==> config.mk <==
export PLATFORM = sky130hd
export DESIGN_NAME = gpio_bank_ctrl
export DESIGN_NICKNAME = d
export VERILOG_FILES = /design/src/rtl/gpio_bank_pkg.sv /design/src/rtl/gpio_cfg_regs.sv /design/src/rtl/gpio_pad_ctrl.sv /design/src/rtl/gpio_in_sync.sv /design/src/rtl/gpio_bank_ctrl.sv
export SDC_FILE = /design/constraint.sdc
export NUM_CORES = 1
export LEC_CHECK = 0
export BUFFER_PORTS_ARGS = -buffer_cell sky130_fd_sc_hd__buf_2
export CORE_MARGIN = 3
export CORE_UTILIZATION = 50
export DETAILED_ROUTE_END_ITERATION = 12
export PLACE_DENSITY = 0.76
export SLEW_MARGIN = 25
export SYNTH_ARGS = -nofsm -noshare
export SYNTH_HDL_FRONTEND = slang
export SYNTH_SLANG_ARGS = --single-unit
export TNS_END_PERCENT = 50
==> constraint.sdc <==
create_clock -name clk_i -period 1.8 [get_ports clk_i]
set_input_delay 0.27 -clock clk_i [delete_from_list [all_inputs] [get_ports clk_i]]
set_output_delay 0.27 -clock clk_i [all_outputs]
set_load 0.02 [all_outputs]
==> src/rtl/gpio_bank_pkg.sv <==
package gpio_bank_pkg;
  localparam int unsigned ADDR_W = 2;

  typedef enum logic [ADDR_W-1:0] {
    ADDR_MODE  = 2'd0,
    ADDR_OTYPE = 2'd1,
    ADDR_LATCH = 2'd2,
    ADDR_CTRL  = 2'd3
  } reg_addr_e;
endpackage

==> src/rtl/gpio_cfg_regs.sv <==
module gpio_cfg_regs
  import gpio_bank_pkg::*;
#(
  parameter int unsigned N_PINS = 8
) (
  input  logic              clk_i,
  input  logic              rst_ni,
  input  logic              we_i,
  input  logic [ADDR_W-1:0] addr_i,
  input  logic [N_PINS-1:0] wdata_i,
  output logic [N_PINS-1:0] mode_o,
  output logic [N_PINS-1:0] otype_o,
  output logic [N_PINS-1:0] latch_o,
  output logic              pud_o
);
  always_ff @(posedge clk_i or negedge rst_ni) begin
    if (!rst_ni) begin
      mode_o  <= '1;
      otype_o <= '0;
      latch_o <= '1;
      pud_o   <= 1'b0;
    end else if (we_i) begin
      unique case (reg_addr_e'(addr_i))
        ADDR_MODE:  mode_o  <= wdata_i;
        ADDR_OTYPE: otype_o <= wdata_i;
        ADDR_LATCH: latch_o <= wdata_i;
        ADDR_CTRL:  pud_o   <= wdata_i[0];
        default: ;
      endcase
    end
  end

  assert_mode_write_R8: assert property (@(posedge clk_i) disable iff (!rst_ni)
    (we_i && addr_i == ADDR_MODE) |=> (mode_o == $past(wdata_i)));
  assert_latch_write_R8: assert property (@(posedge clk_i) disable iff (!rst_ni)
    (we_i && addr_i == ADDR_LATCH) |=> (latch_o == $past(wdata_i)));
  assert_hold_R8: assert property (@(posedge clk_i) disable iff (!rst_ni)
    !we_i |=> ($stable(mode_o) && $stable(otype_o) && $stable(latch_o) && $stable(pud_o)));
endmodule

==> src/rtl/gpio_pad_ctrl.sv <==
module gpio_pad_ctrl #(
  parameter int unsigned N_PINS = 8
) (
  input  logic              clk_i,
  input  logic              rst_ni,
  input  logic [N_PINS-1:0] mode_i,
  input  logic [N_PINS-1:0] otype_i,
  input  logic [N_PINS-1:0] latch_i,
  input  logic              pud_i,
  output logic [N_PINS-1:0] drv_hi_o,
  output logic [N_PINS-1:0] drv_lo_o,
  output logic [N_PINS-1:0] pull_en_o,
  output logic [N_PINS-1:0] rx_en_o
);
  for (genvar k = 0; k < N_PINS; k++) begin : g_pin
    logic dig, lo;
    always_comb begin
      dig          = mode_i[k];
      lo           = dig & ~latch_i[k];
      drv_lo_o[k]  = lo;
      drv_hi_o[k]  = dig & otype_i[k] & latch_i[k];
      pull_en_o[k] = dig & ~lo & ~pud_i;
      rx_en_o[k]   = dig;
    end

    assert_analog_quiet_R2: assert property (@(posedge clk_i) disable iff (!rst_ni)
      !mode_i[k] |-> !(drv_hi_o[k] || drv_lo_o[k] || pull_en_o[k] || rx_en_o[k]));
    assert_od_no_high_R5: assert property (@(posedge clk_i) disable iff (!rst_ni)
      !otype_i[k] |-> !drv_hi_o[k]);
    assert_pull_vs_low_R6: assert property (@(posedge clk_i) disable iff (!rst_ni)
      drv_lo_o[k] |-> !pull_en_o[k]);
    assert_no_shoot_R9: assert property (@(posedge clk_i) disable iff (!rst_ni)
      !(drv_hi_o[k] && drv_lo_o[k]));
  end
endmodule

==> src/rtl/gpio_in_sync.sv <==
module gpio_in_sync #(
  parameter int unsigned N_PINS = 8
) (
  input  logic              clk_i,
  input  logic              rst_ni,
  input  logic [N_PINS-1:0] pad_i,
  input  logic [N_PINS-1:0] mode_i,
  output logic [N_PINS-1:0] level_o
);
  logic [N_PINS-1:0] ff1_q, ff2_q;
  logic [1:0]        warm_q;

  always_ff @(posedge clk_i or negedge rst_ni) begin
    if (!rst_ni) begin
      ff1_q  <= '0;
      ff2_q  <= '0;
      warm_q <= '0;
    end else begin
      ff1_q <= pad_i;
      ff2_q <= ff1_q;
      if (warm_q != 2'd2) warm_q <= warm_q + 2'd1;
    end
  end

  assign level_o = ff2_q & mode_i;

  // latency check only once both stages hold post-reset samples
  assert_two_stage_R7: assert property (@(posedge clk_i) disable iff (!rst_ni)
    (warm_q == 2'd2) |-> (level_o == ($past(pad_i, 2) & mode_i)));
endmodule

==> src/rtl/gpio_bank_ctrl.sv <==
module gpio_bank_ctrl
  import gpio_bank_pkg::*;
#(
  parameter int unsigned N_PINS = 8
) (
  input  logic              clk_i,
  input  logic              rst_ni,
  input  logic              reg_we_i,
  input  logic [ADDR_W-1:0] reg_addr_i,
  input  logic [N_PINS-1:0] reg_wdata_i,
  output logic [N_PINS-1:0] reg_rdata_o,
  input  logic [N_PINS-1:0] pad_i,
  output logic [N_PINS-1:0] drv_hi_o,
  output logic [N_PINS-1:0] drv_lo_o,
  output logic [N_PINS-1:0] pull_en_o,
  output logic [N_PINS-1:0] rx_en_o
);
  logic [N_PINS-1:0] mode, otype, latch, level;
  logic              pud;

  gpio_cfg_regs #(.N_PINS(N_PINS)) u_regs (
    .clk_i(clk_i), .rst_ni(rst_ni), .we_i(reg_we_i), .addr_i(reg_addr_i),
    .wdata_i(reg_wdata_i), .mode_o(mode), .otype_o(otype), .latch_o(latch),
    .pud_o(pud)
  );

  gpio_pad_ctrl #(.N_PINS(N_PINS)) u_pad (
    .clk_i(clk_i), .rst_ni(rst_ni), .mode_i(mode), .otype_i(otype),
    .latch_i(latch), .pud_i(pud), .drv_hi_o(drv_hi_o), .drv_lo_o(drv_lo_o),
    .pull_en_o(pull_en_o), .rx_en_o(rx_en_o)
  );

  gpio_in_sync #(.N_PINS(N_PINS)) u_sync (
    .clk_i(clk_i), .rst_ni(rst_ni), .pad_i(pad_i), .mode_i(mode),
    .level_o(level)
  );

  always_comb begin
    reg_rdata_o = '0;
    unique case (reg_addr_e'(reg_addr_i))
      ADDR_MODE:  reg_rdata_o = mode;
      ADDR_OTYPE: reg_rdata_o = otype;
      ADDR_LATCH: reg_rdata_o = level;
      ADDR_CTRL:  reg_rdata_o[0] = pud;
      default: ;
    endcase
  end

  assert_analog_reads_zero_R3: assert property (@(posedge clk_i) disable iff (!rst_ni)
    (reg_addr_i == ADDR_LATCH) |-> ((reg_rdata_o & ~rx_en_o) == '0));
endmodule

==> flow_summary_export.csv <==
group,metric,value,unit
status,outcome,"finished, final reports clean",
floorplan,start_util,0.528,
layout,seqCellArea,1050,sq um
pwr,p_leak,1.11,nW
layout,utilization,0.658,
yosys,synth-main-ff-cell,"dfrtp_1",
layout,num-nets-final,224,
floorplan,dieArea,4330,sq um
drt,firstDrtPassIters,4,
yosys,synth_seq_area_share,0.584,
clocking,clk_path_buf_depth,2,
setup_path,cp-start-kind,"flip-flop",
global_routing,grt_max_degree,42,
hold_path,hold_class,"in2reg",
yosys,synth_area,1790,sq um
global_routing,overflow,0,
sta,finalCritPeriodShare,0.926,
pwr,seqPwrFrac,0.483,
setup_path,worstSetupPathType,"reg2out",
yosys,ys_ff_latch,41,
yosys,synth_area_leaders,"dfrtp_1, dfstp_2, mux2_2, mux2i_1, buf_4",
global_routing,antenna_found_initial,0,
floorplan,core,3390,sq um
placement,dp_hpwl,2480,microns
clocking,cts_tree,"yes",
yosys,yosys_warnings,0,
clocking,cts_resized,0,
drt,routed_wl,3600,microns
yosys,async_flop_share,1.00,
clocking,cts_sinks,41,
yosys,synth-edff-count,0,
clocking,cts.clk_slew.worst_paths,0.12,ns
yosys,yosysTopAreaCell,"dfrtp_1",
sta,finalHoldViolCount,0,
sta,tightest_slew,0.504,ns
setup_path,cp.arrival,1.40,ns
layout,area_growth,24.6,%
yosys,synthDistinctLibCells,18,
floorplan,die_h,65.8,microns
setup_path,required,1.53,ns
clocking,clockRootBuffer,"clkbuf_4",
sta,whs,0.0336,ns
yosys,syn_avg_cell_area,12.9,sq um
sta,finalSetupViolCount,0,
clocking,clock_latency,0.36,ns
floorplan,io_pins,61,
yosys,synth_top_area_share,0.349,
drt,drc_errors,0,
clocking,htreeDepth,2,
layout,multi_input_area,657,sq um
yosys,synth_common_cells,"dfrtp_1, mux2_2, dfstp_2",
floorplan,die_x,65.8,microns
pwr,pwr-share-clk,0.247,
setup_path,rrSetupSlack,0.86,ns
drt,drtAntennaViolNets,0,
yosys,syn_nets,160,
sta,fin_crit,1.67,ns
pwr,vdd_ir_drop_max,0.567,mV
global_routing,track_usage,0.179,
sta,slew_headroom,0.664,
drt,vias,1247,
pwr,comb_power_share,0.270,
placement,globalplace.congestion,0.668,
global_routing,grt_pass1_wl,5670,microns
drt,routedWlPerCell,14.4,microns
clocking,cts_buffers,5,
layout,antenna_cells,0,
pwr,p_per_area,1120,nW/um^2
pwr,intPower,1.72,mW
sta,fmax,600,MHz
sta,rsz0062_at_grt,"false",
pwr,switching_power,0.786,mW
layout,drive_gt1_frac,0.554,
sta,fin_skew,0.000468,ns
placement,io_buffers,60,
job,cap_violations,0,
setup_path,crit_fanout,6,
floorplan,num_rows,21,
layout,fillers,266,
pwr,power.share.switching,0.314,
sta,maxSlewViolCount,0,
setup_path,endpoint_kind,"output pin",
sta,tns,0,ns
drt,viasPerCell,4.99,
drt,drt_iter0_drc,22,
global_routing,grt_pass1_vias,1212,
yosys,synth_cells,139,
[critical path, stage by stage (launching register included)]
cell	delay [ns]
dfstp_2	0.59
nor2_1	0.05
a211oi_1	0.21
buf_2	0.19
[layout make-up]
type / count / area share
sequential: 41 / 0.469
multi-input combinational: 86 / 0.294
timing repair buffer: 69 / 0.173
tap: 46 / 0.0258
clock buffer: 7 / 0.0247
clock inverter: 1 / 0.0135
[power groups by stage]
| stage | clock [mW] | combinational [mW] | sequential [mW] |
|---|---|---|---|
| 6_report | 0.619 | 0.676 | 1.21 |
| 5_1_grt | 0.676 | 0.729 | 1.24 |
| 4_1_cts | 0.639 | 0.685 | 1.21 |
| 3_5_place_dp | 0 | 0.674 | 1.23 |
| 3_3_place_gp | 0 | 0.658 | 1.22 |
| 2_1_floorplan | 0 | 0.451 | 1.24 |
[through the flow]
step           instances  setup slack [ns]  total power, mW  area, sq um
5_1_grt              250            0.0214             2.64         2230
4_1_cts              249             0.119             2.54         2220
3_5_place_dp         235             0.274             1.90         2080
6_report             250             0.134             2.51         2230
3_3_place_gp         235             0.296             1.88         2080
2_1_floorplan        139             0.272             1.69         1790
[per-layer routing]
layer,routed length (microns),vias to the layer above,GRT usage
met5,0,-,0
met4,55,0,0.0777
met3,210,7,0.0561
met2,1870,36,0.300
met1,1460,602,0.211
li1,-,602,-
[logic make-up (layout without fill, tap and decap cells)]
| group | after synthesis | count (layout) | share of synthesized area |
|---|---|---|---|
| AOI/OAI and AO/OA | 8 | 8 | 0.0287 |
| muxes | 33 | 33 | 0.202 |
| buffers and inverters | 12 | 77 | 0.0489 |
| and+or+nand+nor | 45 | 45 | 0.136 |
| DFF | 41 | 41 | 0.584 |
[what timing repair did]
action	4_1_cts	5_1_grt
buffers inserted	0	0
hold endpoints to repair	30	1
hold buffers	6	1
[registers in the layout, summed over array words and instances, names as in the netlist]
register and cells:
u_sync.ff2_q 8, u_sync.ff1_q 8, u_regs.otype_o 8, u_regs.latch_o 8
u_regs.pud_o 1, u_regs.mode_o 8
[cells in the final DEF (no fill, tap or decap), drive strengths merged]
cell         synthesis  routed
nor3b                2       2
nand3                1       1
and3                 8       8
o22ai                7       7
clkbuf               1       7
nand2               15      15
nor2b                8       8
mux2                25      25
nand3b               2       2
bufinv               0       1
dfstp               16      16
mux2i                8       8
dlygate4sd3          0       7
dfrtp               25      25
nor2                 9       9
a211oi               1       1
buf                 11      62
[worst paths after layout]
path,endpoint,from,cells past startpoint
hold / removal,u_sync.ff1_q[0]$_DFF_PN0_,pad_i[0],1
max in group asynchronous,u_regs.latch_o[3]$_DFFE_PN1P_,rst_ni,3
min in group asynchronous,u_sync.ff2_q[5]$_DFF_PN0_,rst_ni,3
setup / recovery,reg_rdata_o[0],u_regs.mode_o[0]$_DFFE_PN1P_,3
setup reg to reg,u_regs.pud_o$_DFFE_PN0P_,u_regs.pud_o$_DFFE_PN0P_,2
hold reg to reg,u_sync.ff2_q[3]$_DFF_PN0_,u_sync.ff1_q[3]$_DFF_PN0_,0
No activity file was read; power rests on OpenSTA's default activity.
